$ cat config.mk
export PLATFORM = sky130hd
export DESIGN_NAME = rob_core
export DESIGN_NICKNAME = d
export VERILOG_FILES = /design/src/rtl/rob_pkg.sv /design/src/rtl/rob_ptr_ctrl.sv /design/src/rtl/rob_bypass.sv /design/src/rtl/rob_core.sv
export SDC_FILE = /design/constraint.sdc
export NUM_CORES = 1
export LEC_CHECK = 0
export BUFFER_PORTS_ARGS = -buffer_cell sky130_fd_sc_hd__buf_2
export CAP_MARGIN = 20
export CORE_MARGIN = 3
export CORE_UTILIZATION = 60
export DETAILED_ROUTE_END_ITERATION = 10
export PLACE_DENSITY = 0.8
export SLEW_MARGIN = 20
export SYNTH_ARGS = -nofsm -noshare
export SYNTH_HDL_FRONTEND = slang
export SYNTH_SLANG_ARGS = --single-unit
export TNS_END_PERCENT = 20
$ cat constraint.sdc
create_clock -name clk -period 3.85 [get_ports clk]
set_input_delay 0.1925 -clock clk [delete_from_list [all_inputs] [get_ports clk]]
set_output_delay 0.1925 -clock clk [all_outputs]
set_load 0.01 [all_outputs]
$ cat src/rtl/rob_pkg.sv
package rob_pkg;

  typedef enum logic [1:0] {
    HS_EMPTY  = 2'd0,
    HS_WAIT   = 2'd1,
    HS_RETIRE = 2'd2,
    HS_TRAP   = 2'd3
  } head_state_e;

  // Classify the head slot from its occupancy, finish and fault state.
  function automatic head_state_e classify_head(input logic busy,
                                                input logic done,
                                                input logic fault);
    if (!busy)      return HS_EMPTY;
    else if (!done) return HS_WAIT;
    else if (fault) return HS_TRAP;
    else            return HS_RETIRE;
  endfunction

endpackage

$ cat src/rtl/rob_ptr_ctrl.sv
module rob_ptr_ctrl #(
  parameter int DEPTH = 8,
  localparam int TAG_W = $clog2(DEPTH),
  localparam int CNT_W = TAG_W + 1
) (
  input  logic             clk,
  input  logic             rst_n,
  input  logic             flush,
  input  logic             alloc,
  input  logic             retire,
  output logic [TAG_W-1:0] head,
  output logic [TAG_W-1:0] tail,
  output logic [CNT_W-1:0] count,
  output logic             full
);

  function automatic logic [TAG_W-1:0] ptr_next(input logic [TAG_W-1:0] p);
    if (p == TAG_W'(DEPTH - 1)) return '0;
    else                        return p + 1'b1;
  endfunction

  always_ff @(posedge clk or negedge rst_n) begin
    if (!rst_n) begin
      head  <= '0;
      tail  <= '0;
      count <= '0;
    end else if (flush) begin
      head  <= '0;
      tail  <= '0;
      count <= '0;
    end else begin
      if (alloc)  tail <= ptr_next(tail);
      if (retire) head <= ptr_next(head);
      case ({alloc, retire})
        2'b10:   count <= count + 1'b1;
        2'b01:   count <= count - 1'b1;
        default: count <= count;
      endcase
    end
  end

  assign full = (count == CNT_W'(DEPTH));


  count_grow_chk: assert property (@(posedge clk) disable iff (!rst_n)
    (alloc && !retire && !flush) |=> (count == $past(count) + 1'b1));


  no_overflow_chk: assert property (@(posedge clk) disable iff (!rst_n)
    full |-> !alloc);

endmodule

$ cat src/rtl/rob_bypass.sv
module rob_bypass #(
  parameter int DEPTH  = 8,
  parameter int REG_AW = 5,
  parameter int DATA_W = 32
) (
  input  logic                          clk,
  input  logic                          rst_n,
  input  logic [DEPTH-1:0]              slot_busy,
  input  logic [DEPTH-1:0]              slot_fwd,
  input  logic [DEPTH-1:0]              slot_done,
  input  logic [DEPTH-1:0][REG_AW-1:0]  slot_dst,
  input  logic [DEPTH-1:0][DATA_W-1:0]  slot_data,
  input  logic [REG_AW-1:0]             src_reg,
  input  logic [DATA_W-1:0]             src_rf,
  output logic                          src_hit,
  output logic                          src_ready,
  output logic [DATA_W-1:0]             src_val
);

  logic [DEPTH-1:0] match;

  for (genvar i = 0; i < DEPTH; i++) begin : g_cmp
    assign match[i] = slot_busy[i] & slot_fwd[i] & (slot_dst[i] == src_reg);
  end

  logic [DATA_W-1:0] sel_data;
  logic              sel_done;

  always_comb begin
    sel_data = '0;
    sel_done = 1'b0;
    for (int i = 0; i < DEPTH; i++) begin
      if (match[i]) begin
        sel_data = sel_data | slot_data[i];
        sel_done = sel_done | slot_done[i];
      end
    end
  end

  assign src_hit   = |match;
  assign src_ready = !src_hit || sel_done;
  assign src_val   = src_hit ? sel_data : src_rf;


  single_match_chk: assert property (@(posedge clk) disable iff (!rst_n)
    $onehot0(match));

endmodule

$ cat src/rtl/rob_core.sv
module rob_core #(
  parameter int DEPTH  = 8,
  parameter int REG_AW = 5,
  parameter int DATA_W = 32,
  parameter int PC_W   = 32,
  parameter int EXC_W  = 4,
  localparam int TAG_W = $clog2(DEPTH),
  localparam int CNT_W = TAG_W + 1
) (
  input  logic              clk,
  input  logic              rst_n,
  input  logic              flush,
  input  logic              iss_valid,
  input  logic [REG_AW-1:0] iss_dst,
  input  logic              iss_store,
  input  logic [PC_W-1:0]   iss_pc,
  output logic              iss_stall,
  output logic [TAG_W-1:0]  iss_tag,
  input  logic              cpl_valid,
  input  logic [TAG_W-1:0]  cpl_tag,
  input  logic [DATA_W-1:0] cpl_data,
  input  logic [EXC_W-1:0]  cpl_exc,
  output logic              wb_en,
  output logic [REG_AW-1:0] wb_reg,
  output logic [DATA_W-1:0] wb_data,
  input  logic [REG_AW-1:0] opa_reg,
  input  logic [DATA_W-1:0] opa_rf,
  output logic              opa_hit,
  output logic              opa_ready,
  output logic [DATA_W-1:0] opa_val,
  input  logic [REG_AW-1:0] opb_reg,
  input  logic [DATA_W-1:0] opb_rf,
  output logic              opb_hit,
  output logic              opb_ready,
  output logic [DATA_W-1:0] opb_val,
  output logic              trap_valid,
  output logic [PC_W-1:0]   trap_pc,
  output logic [EXC_W-1:0]  trap_code,
  output logic              st_release
);
  import rob_pkg::*;

  logic [DEPTH-1:0]             slot_busy, slot_done, slot_fwd, slot_st;
  logic [DEPTH-1:0][REG_AW-1:0] slot_dst;
  logic [DEPTH-1:0][DATA_W-1:0] slot_data;
  logic [DEPTH-1:0][EXC_W-1:0]  slot_exc;
  logic [DEPTH-1:0][PC_W-1:0]   slot_pc;

  logic [TAG_W-1:0] head, tail;
  logic [CNT_W-1:0] count;
  logic             full;
  logic             alloc, retire;
  head_state_e      hstate;

  // Named internal events
  assign hstate    = classify_head(slot_busy[head], slot_done[head], |slot_exc[head]);
  assign trap_valid = (hstate == HS_TRAP);
  assign iss_stall = full | trap_valid;
  assign alloc     = iss_valid & ~iss_stall & ~flush;
  assign retire    = (hstate == HS_RETIRE) & ~flush;
  assign iss_tag   = tail;

  rob_ptr_ctrl #(.DEPTH(DEPTH)) u_ptr (
    .clk    (clk),
    .rst_n  (rst_n),
    .flush  (flush),
    .alloc  (alloc),
    .retire (retire),
    .head   (head),
    .tail   (tail),
    .count  (count),
    .full   (full)
  );

  for (genvar i = 0; i < DEPTH; i++) begin : g_slot
    logic is_tail, is_head, hit_cpl, older_same;
    assign is_tail    = (tail == TAG_W'(i));
    assign is_head    = (head == TAG_W'(i));
    assign hit_cpl    = cpl_valid && (cpl_tag == TAG_W'(i)) && slot_busy[i];
    assign older_same = slot_busy[i] && (slot_dst[i] == iss_dst) && !iss_store;

    always_ff @(posedge clk or negedge rst_n) begin
      if (!rst_n) begin
        slot_busy[i] <= 1'b0;
        slot_done[i] <= 1'b0;
        slot_fwd[i]  <= 1'b0;
        slot_st[i]   <= 1'b0;
        slot_dst[i]  <= '0;
        slot_data[i] <= '0;
        slot_exc[i]  <= '0;
        slot_pc[i]   <= '0;
      end else if (flush) begin
        slot_busy[i] <= 1'b0;
        slot_done[i] <= 1'b0;
        slot_fwd[i]  <= 1'b0;
        slot_exc[i]  <= '0;
      end else begin
        if (alloc && is_tail) begin
          slot_busy[i] <= 1'b1;
          slot_done[i] <= 1'b0;
          slot_fwd[i]  <= !iss_store;
          slot_st[i]   <= iss_store;
          slot_dst[i]  <= iss_dst;
          slot_pc[i]   <= iss_pc;
          slot_exc[i]  <= '0;
        end else begin
          if (alloc && older_same) slot_fwd[i] <= 1'b0;
          if (retire && is_head) begin
            slot_busy[i] <= 1'b0;
            slot_done[i] <= 1'b0;
            slot_fwd[i]  <= 1'b0;
          end else if (hit_cpl) begin
            slot_done[i] <= 1'b1;
            slot_data[i] <= cpl_data;
            slot_exc[i]  <= cpl_exc;
          end
        end
      end
    end
  end

  assign wb_en      = retire & ~slot_st[head];
  assign st_release = retire &  slot_st[head];
  assign wb_reg     = slot_dst[head];
  assign wb_data    = slot_data[head];
  assign trap_pc    = slot_pc[head];
  assign trap_code  = slot_exc[head];

  rob_bypass #(.DEPTH(DEPTH), .REG_AW(REG_AW), .DATA_W(DATA_W)) u_byp_a (
    .clk       (clk),
    .rst_n     (rst_n),
    .slot_busy (slot_busy),
    .slot_fwd  (slot_fwd),
    .slot_done (slot_done),
    .slot_dst  (slot_dst),
    .slot_data (slot_data),
    .src_reg   (opa_reg),
    .src_rf    (opa_rf),
    .src_hit   (opa_hit),
    .src_ready (opa_ready),
    .src_val   (opa_val)
  );

  rob_bypass #(.DEPTH(DEPTH), .REG_AW(REG_AW), .DATA_W(DATA_W)) u_byp_b (
    .clk       (clk),
    .rst_n     (rst_n),
    .slot_busy (slot_busy),
    .slot_fwd  (slot_fwd),
    .slot_done (slot_done),
    .slot_dst  (slot_dst),
    .slot_data (slot_data),
    .src_reg   (opb_reg),
    .src_rf    (opb_rf),
    .src_hit   (opb_hit),
    .src_ready (opb_ready),
    .src_val   (opb_val)
  );


  no_write_on_trap_chk: assert property (@(posedge clk) disable iff (!rst_n)
    trap_valid |-> !wb_en);


  trap_hold_chk: assert property (@(posedge clk) disable iff (!rst_n)
    (trap_valid && !flush) |=> (trap_valid && $stable(trap_pc)));


  store_no_write_chk: assert property (@(posedge clk) disable iff (!rst_n)
    !(wb_en && st_release));


  head_moves_chk: assert property (@(posedge clk) disable iff (!rst_n)
    (wb_en && !flush) |=> (count == $past(count) - 1'b1) || $past(alloc));

endmodule

Yosys cells after proc, flatten, opt, wreduce, memory -nomap -nowiden:

Index checks and enable logic that the tools add are counted.

* equality and inequality tests: 58
* muxes and demuxes: 179
* $lt $le $gt $ge: 1
* reduce and logical (&&, ||, !) cells: 126
* bitwise logic cells: 77
* add/sub/neg operators: 4

Operator list (count)
* 32-bit 2-to-1 mux: 20
* 32-bit bitwise OR: 14
* 32-bit binary-select mux with 3-bit select: 2
* 4-bit 2-to-1 mux: 34
* 5-bit == test: 24
* 1-bit 2-to-1 mux: 108
* 4-bit nonzero test: 16
* 1-bit logical AND: 56
* 3-bit nonzero test: 17
* 3-bit == test (second input constant): 12
* 2-bit AND reduction: 16
* 4-bit AND reduction: 8
* 1-bit bitwise AND: 29
* 3-bit inequality test (second input constant): 8
* 1-bit NOT: 19
* 3-bit by 2-bit == test with 1-bit output (second input constant): 6
* 3-bit 2-to-1 mux: 6
* 8-bit OR reduction: 2
* 5-bit binary-select mux with 3-bit select: 1
* 1-bit bitwise OR: 15
* 4-bit binary-select mux with 3-bit select: 1
* 1-bit binary-select mux with 3-bit select: 3
* 3-bit by 1-bit == test with 1-bit output (second input constant): 3
* 3-bit zero test: 3
* other kinds (14): 22

* input port bits: 156
* flip-flop bits (word level): 626
* word-level logic and storage cells: 512

Logic depth before layout (Yosys ltp):

Gate-level depths: netlist (run 1).

* word-level depth: 18
* mapped depth: 17
* depth with buffers taken out: 13

Hierarchy:

A second synthesis (run 1) with hierarchy kept.

* cell total of the unflattened synthesis: 2512
* area total of the unflattened synthesis: 34914.7 µm²

Modules (own cells, without submodules)
* rob_core: area an instance 28602.4 µm², seq. area each 15414.8 µm², instances 1, cells each 1829
* rob_bypass: area an instance 2837.7 µm², seq. area each 0.0 µm², instances 2, cells each 311
* rob_ptr_ctrl: area an instance 636.9 µm², seq. area each 250.2 µm², instances 1, cells each 61

Worst setup path after synthesis (run 1):

OpenSTA, ideal clock, no wires.

* kind: register to register
* start point: reg u_ptr.head[0]
* end point: reg u_ptr.count[3]
* setup slack: 0.292 ns
* path buffers: 2
* data required time: 3.718 ns
* setup time: 0.132 ns
* arrival: 3.426 ns
* cell stages (with the launch flop): 16
* cells stage by stage: dfrtp_1 buf_6 mux4_2 nand2_1 nand2_1 nor4_2 buf_2 nand2_1 nor3_1 ha_1 a21o_1 a21oi_1 nor3_1 a31oi_1 xor2_1 nor2_1

* word-level cells in the longest chain between the ends: 14

Ends and longest elaborated chain
* from (decl): line rob_ptr_ctrl.sv:11 `output logic [TAG_W-1:0] head,`
* from (signal assigned): line rob_ptr_ctrl.sv:33 `if (retire) head <= ptr_next(head);`
* 4-bit binary-select mux with 3-bit select *
* 4-bit 2-to-1 mux *
* via trap_code[1]: line rob_core.sv:38 `output logic [EXC_W-1:0] trap_code,`
* 4-bit OR reduction *: line rob_core.sv:56 `assign hstate = classify_head(slot_busy[head], slot_done[head], |slot_exc[head]);`
* 1-bit 2-to-1 mux *: line rob_pkg.sv:16 `else if (fault) return HS_TRAP;`
* 2-bit 2-to-1 mux *: line rob_pkg.sv:15 `else if (!done) return HS_WAIT;`
* 2-bit 2-to-1 mux *: line rob_pkg.sv:14 `if (!busy) return HS_EMPTY;`
* 2-bit == test: line rob_core.sv:57 `assign trap_valid = (hstate == HS_TRAP);`
* 1-bit bitwise OR: line rob_core.sv:58 `assign iss_stall = full | trap_valid;`
* 1-bit NOT: line rob_core.sv:59 `assign alloc = iss_valid & ~iss_stall & ~flush;`
* 1-bit bitwise AND (2 in series): line rob_core.sv:59
* 2-bit by 1-bit == test with 1-bit output or 2-bit == test (tied branches): line rob_ptr_ctrl.sv:34 `case ({alloc, retire})`
* 4-bit case mux with 2 select lines: line rob_ptr_ctrl.sv:34
* 4-bit 2-to-1 mux: line rob_ptr_ctrl.sv:27 `end else if (flush) begin`
* to (signal assigned): line rob_ptr_ctrl.sv:35 `2'b10: count <= count + 1'b1;`
* to (signal assigned): line rob_ptr_ctrl.sv:36 `2'b01: count <= count - 1'b1;`
* to (signal assigned): line rob_ptr_ctrl.sv:37 `default: count <= count;`
* to (decl): line rob_ptr_ctrl.sv:13 `output logic [CNT_W-1:0] count,`

The timed path passes the listed nets; every way through them passes the cells marked *. The select of a mux whose other input is x is not followed.
A chain may end at the register's enable or synchronous reset.

Worst setup path after layout (run 1):

* start point: reg slot_dst[29] (netlist bit)
* end point: out opb_val[26]

* word-level cells in the longest chain between the ends: 8

Ends and longest elaborated chain
* from (decl): line rob_core.sv:44 `logic [DEPTH-1:0][REG_AW-1:0] slot_dst;`
* from (signal, indexed assignment): line rob_core.sv:103 `slot_dst[i] <= iss_dst;`
* 5-bit == test *: line rob_bypass.sv:23 `assign match[i] = slot_busy[i] & slot_fwd[i] & (slot_dst[i] == src_reg);`
* 1-bit bitwise AND *: line rob_bypass.sv:23
* 32-bit 2-to-1 mux: line rob_bypass.sv:33 `if (match[i]) begin`
* 32-bit bitwise OR: line rob_bypass.sv:34 `sel_data = sel_data | slot_data[i];`
* 32-bit 2-to-1 mux: line rob_bypass.sv:33
* 32-bit bitwise OR: line rob_bypass.sv:34
* 32-bit 2-to-1 mux: line rob_bypass.sv:33
* 32-bit 2-to-1 mux *: line rob_bypass.sv:42 `assign src_val = src_hit ? sel_data : src_rf;`
* to (decl): line rob_core.sv:35 `output logic [DATA_W-1:0] opb_val,`

Mark *: on every way between the ends. The rest lies on a longest branch, timed or not.

==> results of run 1 <==
==> area by class of cell <==
class / count / area share
multi-input cells: 1748 / 0.433
flip-flops and latches: 626 / 0.402
diodes: 9 / 0.000578
inverters: 14 / 0.00138
clock buffers: 99 / 0.0524
clock inverters: 23 / 0.00877
repair buffers: 449 / 0.0783
well taps: 739 / 0.0237
==> logic make-up (layout without fill, tap and decap cells) <==
logic type | count (synthesis) | after routing | share of synthesized area
muxes | 736 | 736 | 0.300
DFF | 626 | 626 | 0.468
and+or+nand+nor | 469 | 469 | 0.0618
AOI/OAI and AO/OA | 405 | 405 | 0.0995
buffers and inverters | 230 | 585 | 0.0327
xor gates and xnor gates | 123 | 123 | 0.0322
adders and majority gates | 15 | 15 | 0.00583
other | 0 | 9 | 0
==> power by group through the flow <==
stage	clock (mW)	combinational (mW)	sequential, mW
detailed placement	0	2.58	8.12
global placement	0	2.48	8.04
finish	6.92	2.67	8.06
CTS	6.98	2.67	8.03
floorplan	0	1.78	7.89
global route	7.27	2.89	8.13
==> per-layer routing <==
metal,track usage,vias to the layer above,routed length (um)
li1,-,10510,-
met1,0.447,12924,38000
met2,0.560,1941,48800
met3,0.110,504,12300
met4,0.178,10,5540
met5,0,-,74
==> worst min-delay path by stage <==
stage,from,end,slack [ps]
after CTS,cpl_tag[2],slot_done[0],50
final,flush,u_ptr.count[2],80
after detailed placement,rst_n,slot_data[193],250
after global routing,cpl_tag[1],slot_done[0],90
after floorplan,rst_n,slot_busy[0],-100
after global placement,rst_n,slot_data[161],250
==> repair_timing <==
action | 4_1_cts | 5_1_grt
resized for setup | 2 | 3
hold buffers | 70 | 0
endpoints found under the hold margin | 616 | 0
endpoints found under the setup margin | 26 | 17
pin swaps | 0 | 0
==> worst max-delay path, delay by kind of cell, from the launching register on <==
| family | cells | cell delay [ps] |
|---|---|---|
| AOI/OAI and AO/OA | 3 | 890 |
| xor gates and xnor gates | 1 | 170 |
| buffers and inverters | 2 | 850 |
| DFF | 1 | 460 |
| and+or+nand+nor | 2 | 480 |
==> sequential cells by signal, indices dropped and copies added (netlist names) <==
register and flops:
u_ptr.count 4, slot_exc 32, u_ptr.tail 3, slot_pc 256, slot_fwd 8, u_ptr.head 3, slot_data 256, slot_dst 40
slot_st 8, slot_busy 8, slot_done 8
==> cells in the final DEF, fill, tap and decap left out, drive strengths merged, types with 40 or more instances in the layout <==
master       synthesis  routed
dfrtp              626     626
mux2               560     560
buf                 97     378
nand2              251     251
mux4               148     148
a22o               136     136
a221oi             130     130
clkbuf             119     100
nor2                93      93
xnor2               80      80
a31oi               70      70
dlygate4sd3          0      70
xor2                43      43
nor3                40      40
==> flow_metrics.py, run 1 <==
metrics = {
    "hold_path": {
        "hold_depth": 2,
        "hold_path.class": "primary input to register",
    },
    "setup_path": {
        "crit_type": "register to output pin",
        "worstSetupStartpoint": "slot_dst[29]",
        "cp.arrival_ps": 3480,
        "crit_path_end": "opb_val[26]",
        "crit_required_ps": 3660,
        "timing.critical_path.from_type": "register",
        "rr_startpoint": "u_ptr.head[0]",
        "crit-reg2reg-capture": "u_ptr.count[3]",
        "crit_path_end_kind": "output pin",
        "worstRegToRegCells": 13,
        "crit_path_top_delay_cell": "sky130_fd_sc_hd__buf_4",
        "critPathMaxFanout": 33,
        "worstPathCellList": "xnor2_1 -> nand4_1 -> nor3_2 -> buf_4 -> a22o_1 -> a221oi_1 -> a31oi_1 -> buf_2",
        "critical-path-max-stage-delay_ps": 600,
        "worst_case_register_to_register_setup_slack_ps": 240,
    },
    "clock_network": {
        "clock_tree.htree_level_count": 3,
        "tritoncts_num_sinks": 626,
        "clk_root_buffer_cell": "sky130_fd_sc_hd__clkbuf_16",
        "total_clock_buffers_created_by_cts": 69,
        "clk_latency_ps": 620,
        "worst_setup_hold_path_clk_slew_ps": 60,
        "postCtsSetupRepairBufs": 0,
        "cts.path.max_buffers": 3,
        "tritoncts": "built",
    },
    "finish": {
        "post-route-cell-area_um2": 39000,
        "multi_input_area_um2": 16900,
        "utilization": 0.716,
        "nFillCells": 3628,
        "final-instance-count-excl-fill": 3707,
        "finalNetCount": 3079,
        "flow.area_growth_from_synthesis_pct": 16.4,
        "area.sequential_um2": 15700,
        "final_layout_size_suffix_gt1_frac": 0.406,
    },
    "detailed_routing": {
        "routed_wire_per_std_cell_um": 28.2,
        "detail_route.vias_per_cell": 6.98,
        "vias": 25889,
        "final_routed_wirelength_mm": 105,
        "ant_nets": 0,
        "drt_pass_1_iters": 6,
        "first_iter_violations": 3027,
        "route.detailed.drc": 0,
    },
    "power": {
        "combPwrFrac": 0.151,
        "total_power_per_unit_cell_area_nw_per_um2": 453,
        "post-layout-total-power_mw": 17.7,
        "power_leakage_nw": 17.7,
        "peak_supply_drop_mv": 0.515,
        "intPower_mw": 13.0,
        "seq_power_share": 0.457,
        "clockPowerShare": 0.392,
        "net_switching_fraction_of_the_power": 0.263,
        "switchingPower_mw": 4.65,
    },
    "synthesis": {
        "avgSynthCellArea_um2": 12.9,
        "netlist_instances": 2604,
        "synth.distinct_cells": 67,
        "synth_top_area_share": 0.468,
        "ys_seq_elements": 626,
        "postSynth.topFlopCell": "sky130_fd_sc_hd__dfrtp_1",
        "synthMostInstantiatedCell": "sky130_fd_sc_hd__dfrtp_1",
        "asyncSetResetFlopFracSynth": 1.00,
        "synth_largest_area_cell": "sky130_fd_sc_hd__dfrtp_1",
        "seq_area_frac_synth": 0.468,
        "synthTopCellsByCount": "sky130_fd_sc_hd__dfrtp_1 (626), sky130_fd_sc_hd__mux2_2 (491), sky130_fd_sc_hd__nand2_1 (250)",
        "synth.area.top_cells": "sky130_fd_sc_hd__dfrtp_1 (47%), sky130_fd_sc_hd__mux2_2 (17%), sky130_fd_sc_hd__mux4_2 (9.8%), sky130_fd_sc_hd__a22o_1 (3.6%), sky130_fd_sc_hd__a221oi_1 (3.4%)",
        "synthesis.nets": 2775,
        "yosysWarnings": 0,
        "synth_edf_count": 0,
        "syn-cell-area_um2": 33500,
    },
    "sta": {
        "setup-tns-final_ps": 0,
        "fmaxAchievable_mhz": 272,
        "timing_worst_slew_pin_value_ps": 1090,
        "layout_min_cycle_time_ps": 3680,
        "rsz0062_at_grt": "false",
        "report.final.hold_viol_count": 0,
        "maxSlewHeadroom": 0.273,
        "timing.final.max_slew_violations": 0,
        "postLayoutSetupSlackWorst_ps": 173,
        "layout_worst_path_cycle_share": 0.955,
        "timing.clock.skew_ps": 19.7,
        "setup_viol_count_final": 0,
        "whs_ps": 84.8,
    },
    "grt": {
        "grt_overflow_total": 0,
        "global_route.usage.total": 0.355,
        "grt_start_max_net_pins": 154,
        "grt_pass1_wl_mm": 162,
        "grt_antenna_before_repair": 14,
        "grt_pass1_vias": 27533,
    },
    "floorplanning": {
        "floorplan.die.height_um": 242,
        "die_width_um": 242,
        "boundaryPins": 304,
        "core_area_um2": 54500,
        "die_area_um2": 58700,
        "initial_core_util": 0.615,
        "fp-row-count": 85,
    },
    "placement": {
        "routabilityCongestion": 0.996,
        "dp_hpwl_mm": 61.8,
        "place_ws_ps": 202,
        "io_buffers": 303,
        "placed_cells_incl_taps": 3506,
        "postPlaceCellArea_um2": 35800,
    },
    "flow_run": {
        "max_cap_violations": 0,
    },
    "run_status": {
        "run_status": "complete, no violations",
    },
}
(Power assumes the default switching activity.)
==> run 2: changes to the inputs <==
Settings changed: CORE_UTILIZATION 60 to 62, CTS_BUF_LIST set to sky130_fd_sc_hd__clkbuf_8, PLACE_DENSITY 0.8 to 0.83.
==> run 2 against run 1 <==
  * Sequential share of layout area increased by 0.23 points
  * Register-to-register slack better by 40 ps
  * Flip-flop and latch count unchanged
  * Fmax fell by 1.3%
  * Combinational power about the same
  * Clock-buffer cell count rose by 38
  * Global-route usage is 1.5 points higher
  * Cell count grew 0.19%
==> flow_metrics.py, run 2 (same netlist as run 1, synthesis figures left out) <==
metrics = {
    "run_status": {
        "run_status": "complete, no violations",
    },
    "floorplanning": {
        "die_area_um2": 56800,
        "initial_core_util": 0.632,
        "die_width_um": 238,
        "floorplan.die.height_um": 238,
        "core_area_um2": 53000,
        "boundaryPins": 304,
        "fp-row-count": 84,
    },
    "sta": {
        "rsz0062_at_grt": "false",
        "timing.final.max_slew_violations": 0,
        "postLayoutSetupSlackWorst_ps": 127,
        "setup-tns-final_ps": 0,
        "fmaxAchievable_mhz": 269,
        "timing_worst_slew_pin_value_ps": 1050,
        "setup_viol_count_final": 0,
        "timing.clock.skew_ps": 42.0,
        "report.final.hold_viol_count": 0,
        "layout_worst_path_cycle_share": 0.967,
        "whs_ps": 49.2,
        "layout_min_cycle_time_ps": 3720,
        "maxSlewHeadroom": 0.299,
    },
    "clock_network": {
        "cts.path.max_buffers": 3,
        "clk_root_buffer_cell": "sky130_fd_sc_hd__clkbuf_8",
        "total_clock_buffers_created_by_cts": 100,
        "tritoncts": "built",
        "worst_setup_hold_path_clk_slew_ps": 60,
        "clk_latency_ps": 740,
        "clock_tree.htree_level_count": 3,
        "tritoncts_num_sinks": 626,
        "postCtsSetupRepairBufs": 0,
    },
    "grt": {
        "grt_pass1_vias": 27829,
        "grt_antenna_before_repair": 13,
        "global_route.usage.total": 0.370,
        "grt_overflow_total": 0,
        "grt_start_max_net_pins": 122,
        "grt_pass1_wl_mm": 162,
    },
    "power": {
        "total_power_per_unit_cell_area_nw_per_um2": 437,
        "post-layout-total-power_mw": 16.9,
        "peak_supply_drop_mv": 0.448,
        "power_leakage_nw": 17.7,
    },
    "detailed_routing": {
        "drt_pass_1_iters": 6,
        "routed_wire_per_std_cell_um": 28.5,
        "first_iter_violations": 3362,
        "ant_nets": 0,
        "route.detailed.drc": 0,
        "vias": 26298,
        "final_routed_wirelength_mm": 106,
        "detail_route.vias_per_cell": 7.08,
    },
    "setup_path": {
        "cp_num_buf_inv": 2,
        "crit_path_top_delay_cell": "sky130_fd_sc_hd__buf_4",
        "path_depth": 8,
        "cpLargestDelayFamily": "buffers and inverters",
        "crit_required_ps": 3660,
        "critPathMaxFanout": 33,
        "timing.critical_path.from_type": "register",
        "crit_path_end_kind": "output pin",
        "crit_type": "register to output pin",
        "worstPathCellList": "xnor2_1 -> nand4_1 -> nor3_2 -> buf_4 -> a22o_1 -> a221oi_1 -> a31oi_1 -> buf_2",
        "worstRegToRegCells": 8,
        "critical-path-max-stage-delay_ps": 600,
        "cp.arrival_ps": 3530,
    },
    "placement": {
        "postPlaceCellArea_um2": 35700,
        "placed_cells_incl_taps": 3441,
        "io_buffers": 303,
        "place_ws_ps": 259,
        "routabilityCongestion": 0.979,
        "dp_hpwl_mm": 61.1,
    },
    "finish": {
        "biggestRegsByFlops": "slot_data: 256 flops, slot_pc: 256 flops, slot_dst: 40 flops",
        "final-instance-count-excl-fill": 3714,
        "nFillCells": 3406,
        "flow.area_growth_from_synthesis_pct": 15.7,
        "utilization": 0.731,
        "finalNetCount": 3102,
        "final_layout_size_suffix_gt1_frac": 0.409,
        "highest_count_cells_in_the_layout_ignoring_fill_and_taps": "sky130_fd_sc_hd__dfrtp_1 (623), sky130_fd_sc_hd__mux2_2 (491), sky130_fd_sc_hd__buf_2 (302), sky130_fd_sc_hd__nand2_1 (248), sky130_fd_sc_hd__mux4_2 (145)",
        "mostFrequentLayoutCell": "sky130_fd_sc_hd__dfrtp_1",
        "post-route-cell-area_um2": 38700,
    },
    "hold_path": {
        "hold_depth": 2,
        "hold_path.class": "primary input to register",
    },
    "flow_run": {
        "max_cap_violations": 0,
    },
}
run 2: cell count changes in the layout (fill, tap and decap cells not counted), sizes merged, moves of 2 or more:
| cell | delta |
|---|---|
| clkbuf | +37 |
| inv | +31 |
| buf | -12 |
| dlygate4sd3 | +5 |
| bufinv | -3 |
| diode | +2 |
run 2: final cells by class:
cell class / count / area, um^2 / share of cell area
antenna: 11 / 27.5 / 0.000711
clock buffer: 137 / 1890 / 0.0487
clock inverter: 49 / 334 / 0.00862
inverter: 14 / 53.8 / 0.00139
multi-input combinational: 1748 / 16900 / 0.435
sequential: 626 / 15700 / 0.405
tap: 688 / 861 / 0.0222
timing repair buffer: 441 / 3040 / 0.0785
run 2: report_power, final:
| part | total, mW | internal (mW) | leakage (nW) | switching [mW] |
|---|---|---|---|---|
| combinational | 2.69 | 1.50 | 8.07 | 1.19 |
| clock | 6.17 | 3.39 | 1.26 | 2.79 |
| sequential | 8.06 | 7.38 | 8.39 | 0.678 |
| total | 16.9 | 12.3 | 17.7 | 4.65 |
run 2: worst paths after layout:
path                          startpoint        endpoint  slack (ps)
max                          slot_dst[7]     opa_val[10]         130
min                           iss_dst[3]    slot_dst[33]          50
max reg2reg                u_ptr.head[0]    slot_pc[104]         280
min reg2reg                   slot_st[6]      slot_st[6]         480
max in group asynchronous          rst_n    slot_pc[235]        2650
min in group asynchronous          rst_n  slot_data[167]          90
run 2: worst register-to-register path: stages, from the launching register on:
cell and delay [ps]:
sky130_fd_sc_hd__dfrtp_4 570, sky130_fd_sc_hd__mux4_1 580, sky130_fd_sc_hd__nand2_1 110, sky130_fd_sc_hd__nand2_1 140
sky130_fd_sc_hd__o41ai_4 420, sky130_fd_sc_hd__buf_4 260, sky130_fd_sc_hd__and4_2 290, sky130_fd_sc_hd__buf_4 610
sky130_fd_sc_hd__mux2_2 510
run 2: layer usage:
metal | vias to the layer above | part of all wire | GRT usage | wire [um]
met1 | 13095 | 0.36 | 0.458 | 37800
met5 | - | 0.00027 | 0 | 29
met3 | 519 | 0.12 | 0.115 | 12600
li1 | 10569 | - | - | -
met4 | 6 | 0.057 | 0.199 | 6060
met2 | 2109 | 0.47 | 0.588 | 49300
run 2: what timing repair did:
action | CTS | global route
hold endpoints to repair | 639 | 0
hold buffers | 75 | 0
setup endpoints to repair | 26 | 4
resized for setup | 3 | 3
